<file path="src/rtl/fault_alert_pkg.sv">
package fault_alert_pkg;

  // Alert request state
  typedef enum logic {
    ALR_IDLE = 1'b0,
    ALR_PEND = 1'b1
  } alert_state_e;

  // Kinds of fault sources feeding the alert
  typedef enum logic [1:0] {
    SRC_OPEN  = 2'd0,
    SRC_SHORT = 2'd1,
    SRC_HEAT  = 2'd2
  } fault_src_e;

  localparam int NUM_SRC = 3;

endpackage

</file>
<file path="src/rtl/fault_bit_latch.sv">
module fault_bit_latch #(
  parameter int W = 8
) (
  input  logic         clk,
  input  logic         rst,
  input  logic         en,
  input  logic [W-1:0] set_i,
  input  logic         clr_i,
  output logic [W-1:0] q_o,
  output logic         new_o
);

  logic [W-1:0] q;
  logic [W-1:0] fresh;

  // A bit is fresh when it is being set and was not held before
  assign fresh = en ? (set_i & ~q) : '0;
  assign new_o = |fresh;

  for (genvar b = 0; b < W; b++) begin : g_bit
    always_ff @(posedge clk) begin
      if (rst || !en) begin
        q[b] <= 1'b0;
      end else if (set_i[b]) begin
        q[b] <= 1'b1;          // detection beats clear
      end else if (clr_i) begin
        q[b] <= 1'b0;
      end
    end
  end

  assign q_o = q;

endmodule

</file>
<file path="src/rtl/alert_arbiter.sv">
module alert_arbiter
  import fault_alert_pkg::*;
#(
  parameter int N_SRC = NUM_SRC
) (
  input  logic             clk,
  input  logic             rst,
  input  logic             en,
  input  logic [N_SRC-1:0] fresh_i,
  input  logic             ara_i,
  input  logic             clr_i,
  output logic             alert_n_o
);

  alert_state_e state_q, state_d;

  always_comb begin
    state_d = state_q;
    if (!en) begin
      state_d = ALR_IDLE;
    end else if (|fresh_i) begin
      state_d = ALR_PEND;
    end else if (ara_i || clr_i) begin
      state_d = ALR_IDLE;
    end
  end

  always_ff @(posedge clk) begin
    if (rst) begin
      state_q <= ALR_IDLE;
    end else begin
      state_q <= state_d;
    end
  end

  assign alert_n_o = (state_q != ALR_PEND);

endmodule

</file>
<file path="src/rtl/fault_alert_ctrl.sv">
module fault_alert_ctrl
  import fault_alert_pkg::*;
#(
  parameter int N_CH = 8
) (
  input  logic            clk,
  input  logic            rst,
  input  logic            enable_i,
  input  logic [N_CH-1:0] open_pulse_i,
  input  logic [N_CH-1:0] short_pulse_i,
  input  logic            overheat_i,
  input  logic            clear_i,
  input  logic            ara_hit_i,
  output logic [N_CH-1:0] open_sts_o,
  output logic [N_CH-1:0] short_sts_o,
  output logic            ovht_sts_o,
  output logic [N_CH-1:0] bypass_o,
  output logic [N_CH-1:0] pwm_hold_o,
  output logic            alert_n_o
);

  localparam logic [N_CH-1:0] ALL_ONES = {N_CH{1'b1}};

  logic            en_q;
  logic [N_CH-1:0] open_q;
  logic [N_CH-1:0] short_q;
  logic [0:0]      heat_q;
  logic [NUM_SRC-1:0] fresh;

  always_ff @(posedge clk) begin
    if (rst) begin
      en_q <= 1'b0;
    end else begin
      en_q <= enable_i;
    end
  end

  fault_bit_latch #(.W(N_CH)) u_open (
    .clk   (clk),
    .rst   (rst),
    .en    (enable_i),
    .set_i (open_pulse_i),
    .clr_i (clear_i),
    .q_o   (open_q),
    .new_o (fresh[SRC_OPEN])
  );

  fault_bit_latch #(.W(N_CH)) u_short (
    .clk   (clk),
    .rst   (rst),
    .en    (enable_i),
    .set_i (short_pulse_i),
    .clr_i (clear_i),
    .q_o   (short_q),
    .new_o (fresh[SRC_SHORT])
  );

  fault_bit_latch #(.W(1)) u_heat (
    .clk   (clk),
    .rst   (rst),
    .en    (enable_i),
    .set_i (overheat_i),
    .clr_i (clear_i),
    .q_o   (heat_q),
    .new_o (fresh[SRC_HEAT])
  );

  alert_arbiter #(.N_SRC(NUM_SRC)) u_alert (
    .clk       (clk),
    .rst       (rst),
    .en        (enable_i),
    .fresh_i   (fresh),
    .ara_i     (ara_hit_i),
    .clr_i     (clear_i),
    .alert_n_o (alert_n_o)
  );

  // Status readout: shutdown shows all ones on the LED fault words
  assign open_sts_o  = en_q ? open_q  : ALL_ONES;
  assign short_sts_o = en_q ? short_q : ALL_ONES;
  assign ovht_sts_o  = en_q & heat_q[0];

  // Only an open string forces bypass and suspends dimming
  for (genvar c = 0; c < N_CH; c++) begin : g_ch
    assign bypass_o[c]   = en_q & open_q[c];
    assign pwm_hold_o[c] = en_q & open_q[c];
  end

endmodule

</file>
<file path="config.mk">
export PLATFORM = sky130hd
export DESIGN_NAME = fault_alert_ctrl
export DESIGN_NICKNAME = d
export VERILOG_FILES = /design/src/rtl/fault_alert_pkg.sv /design/src/rtl/fault_bit_latch.sv /design/src/rtl/alert_arbiter.sv /design/src/rtl/fault_alert_ctrl.sv
export SDC_FILE = /design/constraint.sdc
export NUM_CORES = 1
export LEC_CHECK = 0
export BUFFER_PORTS_ARGS = -buffer_cell sky130_fd_sc_hd__buf_2
export CAP_MARGIN = 40
export CORE_MARGIN = 3
export CORE_UTILIZATION = 42
export CTS_BUF_LIST = sky130_fd_sc_hd__clkbuf_4 sky130_fd_sc_hd__clkbuf_8 sky130_fd_sc_hd__clkbuf_16
export CTS_CLUSTER_DIAMETER = 80
export DETAILED_ROUTE_END_ITERATION = 8
export PLACE_DENSITY = 0.85
export SLEW_MARGIN = 10
export SYNTH_ARGS = -nofsm -noshare
export SYNTH_HDL_FRONTEND = slang
export SYNTH_SLANG_ARGS = --single-unit
export TNS_END_PERCENT = 10
</file>
<file path="constraint.sdc">
create_clock -name clk -period 1.4 [get_ports clk]
set_input_delay 0.35 -clock clk [delete_from_list [all_inputs] [get_ports clk]]
set_output_delay 0.35 -clock clk [all_outputs]
set_load 0.005 [all_outputs]
</file>
Yosys cells after proc, flatten, opt, wreduce, memory -nomap -nowiden
Cells that the tools add are included.
Widths: inputs -> output; s select.
Word-level totals
  flip-flop bits (word level): 19
  logic and storage cells: 84
Cells by class
  multiplexer cells: 25
  bitwise logic cells: 17
  reductions and logical operators: 23
Operator list (count)
  $reduce_bool 2->1: 18
  $mux 8: 4
  $mux 1: 21
  $reduce_or 17->1: 1
  $and 8x8->8: 2
  $not 8->8: 2
  $and 1x1->1: 10
  $not 1->1: 3
  $logic_or 1x1->1: 2
  $reduce_or 2->1: 1
  $logic_not 1->1: 1

Longest topological paths before layout
  depth after elaboration: 5
  depth in mapped cells: 4
  gate-level depth less buffers: 4

Modules after synthesis
Synthesis repeated with hierarchy kept, for this count alone.
Unflattened totals
  cell total of the unflattened synthesis: 129
  area, all modules: 974.7 µm²
Modules (own cells, without submodules)
  fault_bit_latch at u_open ...: times used 2, cells an instance 40, area each 310.3 µm²
  fault_alert_ctrl: times used 1, cells an instance 37, area each 257.7 µm²
  alert_arbiter: times used 1, cells an instance 6, area each 48.8 µm²
  fault_bit_latch at u_heat: times used 1, cells an instance 6, area each 47.5 µm²

Least setup slack after synthesis
Ideal clock, no wire load.
  kind: flip-flop to output port
  from: reg en_q
  to: out pwm_hold_o[1]
  arrival: 0.854 ns
  required time: 1.050 ns
  slack: 0.196 ns
  stages on the path, launching flop included: 4
  buffers on the path: 2
  cell sequence: dfxtp_1 > buf_2 > and2_1 > buf_4
Between the ends
  longest elaborated chain between the ends: 1
Ends and longest elaborated chain
  start: declaration: RTL line fault_alert_ctrl.sv:24  | logic en_q;
  start signal: assignment: RTL line fault_alert_ctrl.sv:34  | en_q <= enable_i;
  $and 1x1->1
  end: declaration: RTL line fault_alert_ctrl.sv:18  | output logic [N_CH-1:0] pwm_hold_o,
No other way between the ends.

Final worst setup path
  from: reg en_q
  to: out bypass_o[2]
Between the ends
  longest elaborated chain between the ends: 1
Ends and longest elaborated chain
  $and 1x1->1: RTL line fault_alert_ctrl.sv:85  | assign bypass_o[c] = en_q & open_q[c];
  end: declaration: RTL line fault_alert_ctrl.sv:17  | output logic [N_CH-1:0] bypass_o,
No other way between the ends.

==> out/results.tsv <==
stage	metric	value	unit
sta	Tmin final	1.42	ns
place	IO Port Bufs	55	
power	Static Leakage	0.000669	uW
logic_synthesis	Syn Area/Cell	7.68	um2
place	Placer Congestion	0.758	
clocking	later-pin clock latency in the skew report	0.29	ns
logic_synthesis	Seq/Total Area, Yosys	0.403	
floorplanning	Die Wd	53.4	um
global_route	vias in the first global route	938	
global_route	GR Util All Layers	0.184	
power	Final Power	1070	uW
routing	DRC Markers	0	
layout	fill count	179	
routing	total wire length	2510	um
logic_synthesis	top post-synthesis cells by count	19 x dfxtp_1, 18 x nor2_1, 17 x a21oi_1, 17 x nand2b_1, 16 x inv_1	
clocking	Reg clk slew, reported paths	0.11	ns
place	dpl ws	0.252	ns
critical_path	WS Path Type	flip-flop to primary output	
sta	pin slew with the least headroom to its limit	0.339	ns
layout	Ant. Diodes	0	
logic_synthesis	top-area cell type share of the netlist area	0.403	
floorplanning	Die ar.	2850	um2
place	Final HPWL DP	1790	um
power	total net switching power	292	uW
logic_synthesis	post-synth top area cell	dfxtp_1	
routing	DR vias/cell	4.98	
run	# Max-Cap Violations	0	
logic_synthesis	count leader, synth	dfxtp_1	
clocking	maximum root-to-sink buffer count	2	
sta	final worst path period share	1.02	
clocking	CTS buffer count	3	
power	Pwr Density	801	nW/um2
logic_synthesis	synthesized cell area	945	um2
power	switching part of the total	0.272	
critical_path	crit-path cells	buf_6 > and2_4 > buf_2	
clocking	CTS tree	yes	
min_path	min-delay worst type	primary input to flip-flop	
floorplanning	# IOs	56	
global_route	met1 Resource Use GR	0.218	
floorplanning	Chip Height	53.4	um
global_route	initial antenna violation count	0	
sta	clk_skew	0.00278	ns
logic_synthesis	FFs w/ async S/R, synth	0	
routing	DR WL/cell	12.4	um
critical_path	crit-path max FO	6	
global_route	first-pass GRT wire length	3920	um
run_status	failing checks	negative setup slack	
floorplanning	# rows	16	
power	Flop pwr share	0.546	
logic_synthesis	prevailing post-synth register cell	dfxtp_1	
routing	vias	1006	
critical_path	Worst Path Arrival	1.07	ns
clocking	CTS Sinks	19	
logic_synthesis	library cells used by synthesis	18	
global_route	GRT met3 Usage	0.0310	
sta	worst hold slack	0.272	ns
routing	DR iter-0 viols	18	
logic_synthesis	ranking of synthesized cells by area	dfxtp_1 40%, nand2b_1 11%, a21oi_1 9.0%	
logic_synthesis	post-synthesis sequential element count	19	
sta	RSZ-0062 raised after global routing	yes	
routing	drt pass-1 iters	4	
clocking	H-tree levels	1	
logic_synthesis	yosys warns	0	
sta	Max Slew Vio Count	0	
layout	nets	198	
power	combinational share of power	0.190	
power	worst vdd ir	0.000617	V
sta	Final Hold Viols	0	
critical_path	Slowest-stage cell, CP	dfxtp_4	
layout	P&R area growth vs syn	41.6	%
power	Int Pwr	780	uW
sta	final setup violation count	18	
clocking	hold buffers post-CTS	0	
routing	Final ANT Viol Nets	0	
sta	relative max-transition margin	0.774	
global_route	largest net degree at the start of global routing	20	
global_route	gr busiest metal	met2	
sta	setup slack after layout	-0.0232	ns
logic_synthesis	syn_nets	145	
critical_path	crit-path max cell delay	0.38	ns
sta	Achievable Freq	703	MHz
floorplanning	total core area	2040	um2
layout	share of cells above drive strength 1	0.440	
floorplanning	Initial Util	0.463	
critical_path	CP required	1.05	ns
logic_synthesis	Post-synth EDFFs	0	
critical_path	Worst Setup End Kind	primary output	
critical_path	CP startpoint kind	flip-flop	
global_route	GR Layer Usage met2	0.329	
logic_synthesis	Gate Count Post-Synth	123	
global_route	total global routing overflow	0	
clocking	CTS Root Cell	clkbuf_4	
power	Clock power frac	0.264	
run_status	status	finished, violations left	
## through the flow
step	TNS (ns)	std cells	utilization	cell area, um2
2_1_floorplan	0	123	-	945
3_3_place_gp	0	196	0.581	1190
3_5_place_dp	0	196	0.581	1190
4_1_cts	-0.389	202	0.626	1280
5_1_grt	-1.53	202	0.655	1340
6_report	-0.245	202	0.655	1340
## cell usage in the layout (no fill, tap or decap), drive strengths merged
master | synthesis | layout
a211oi | 1 | 1
o2111ai | 1 | 1
inv | 17 | 17
nand2 | 3 | 3
a222oi | 1 | 1
nor2 | 18 | 18
and2 | 9 | 9
nor4 | 1 | 1
a31oi | 1 | 1
buf | 13 | 61
dfxtp | 19 | 19
o22ai | 5 | 5
nand2b | 17 | 17
clkbuf | 0 | 3
clkinvlp | 0 | 1
a21oi | 17 | 17
## logic make-up after synthesis
| group | synth area share |
|---|---|
| AOI/OAI and AO/OA | 0.163 |
| and+or+nand+nor | 0.264 |
| DFF | 0.403 |
| buffers and inverters | 0.171 |
## worst paths after layout
check	cells after the start	from	endpoint	slack, ns
max	3	en_q$_SDFF_PP0_	bypass_o[2]	-0.02
min	3	open_pulse_i[5]	u_open.q_o[5]$_SDFFE_PP0P_	0.27
max reg2reg	4	u_open.q_o[3]$_SDFFE_PP0P_	u_alert.state_q$_SDFFE_PP0P_	0.34
min reg2reg	2	u_short.q_o[2]$_SDFFE_PP0P_	u_short.q_o[2]$_SDFFE_PP0P_	0.50
## layer usage
metal  vias up  routed length [um]
li1        488                   -
met1       468                1010
met2        42                1260
met3         8                 171
met4         0                  68
met5         -                   0
## power groups by stage
stage,clock network [uW],logic [uW],registers [uW]
after floorplan,0,104,591
after global placement,0,176,593
after detailed placement,0,182,595
after CTS,289,196,584
after global routing,313,229,589
final,282,204,585
## sequential cells by signal, summed over array words and instances, names as in the netlist
name             cells
u_short.q_o          8
u_heat.q_o           1
u_alert.state_q      1
u_open.q_o           8
en_q                 1
## worst max-delay path: cells and delay by family, from the launching register on
kind / cells / cell delay [ns]
buffers and inverters: 2 / 0.25
DFF: 1 / 0.38
and+or+nand+nor: 1 / 0.16
## final cells by class
type	count	area, um2	area share
flip-flops and latches	19	384	0.287
repair buffers	61	402	0.300
clock buffers	3	22.5	0.0168
inverters	17	63.8	0.0477
multi-input cells	74	424	0.317
clock inverters	1	7.51	0.00561
well taps	27	33.8	0.0253
## repair_timing
action	in CTS	in global routing
setup buffers	1	0
cloned	1	0
endpoints found under the setup margin	26	26
resized for setup	16	10
(Power assumes the default switching activity.)
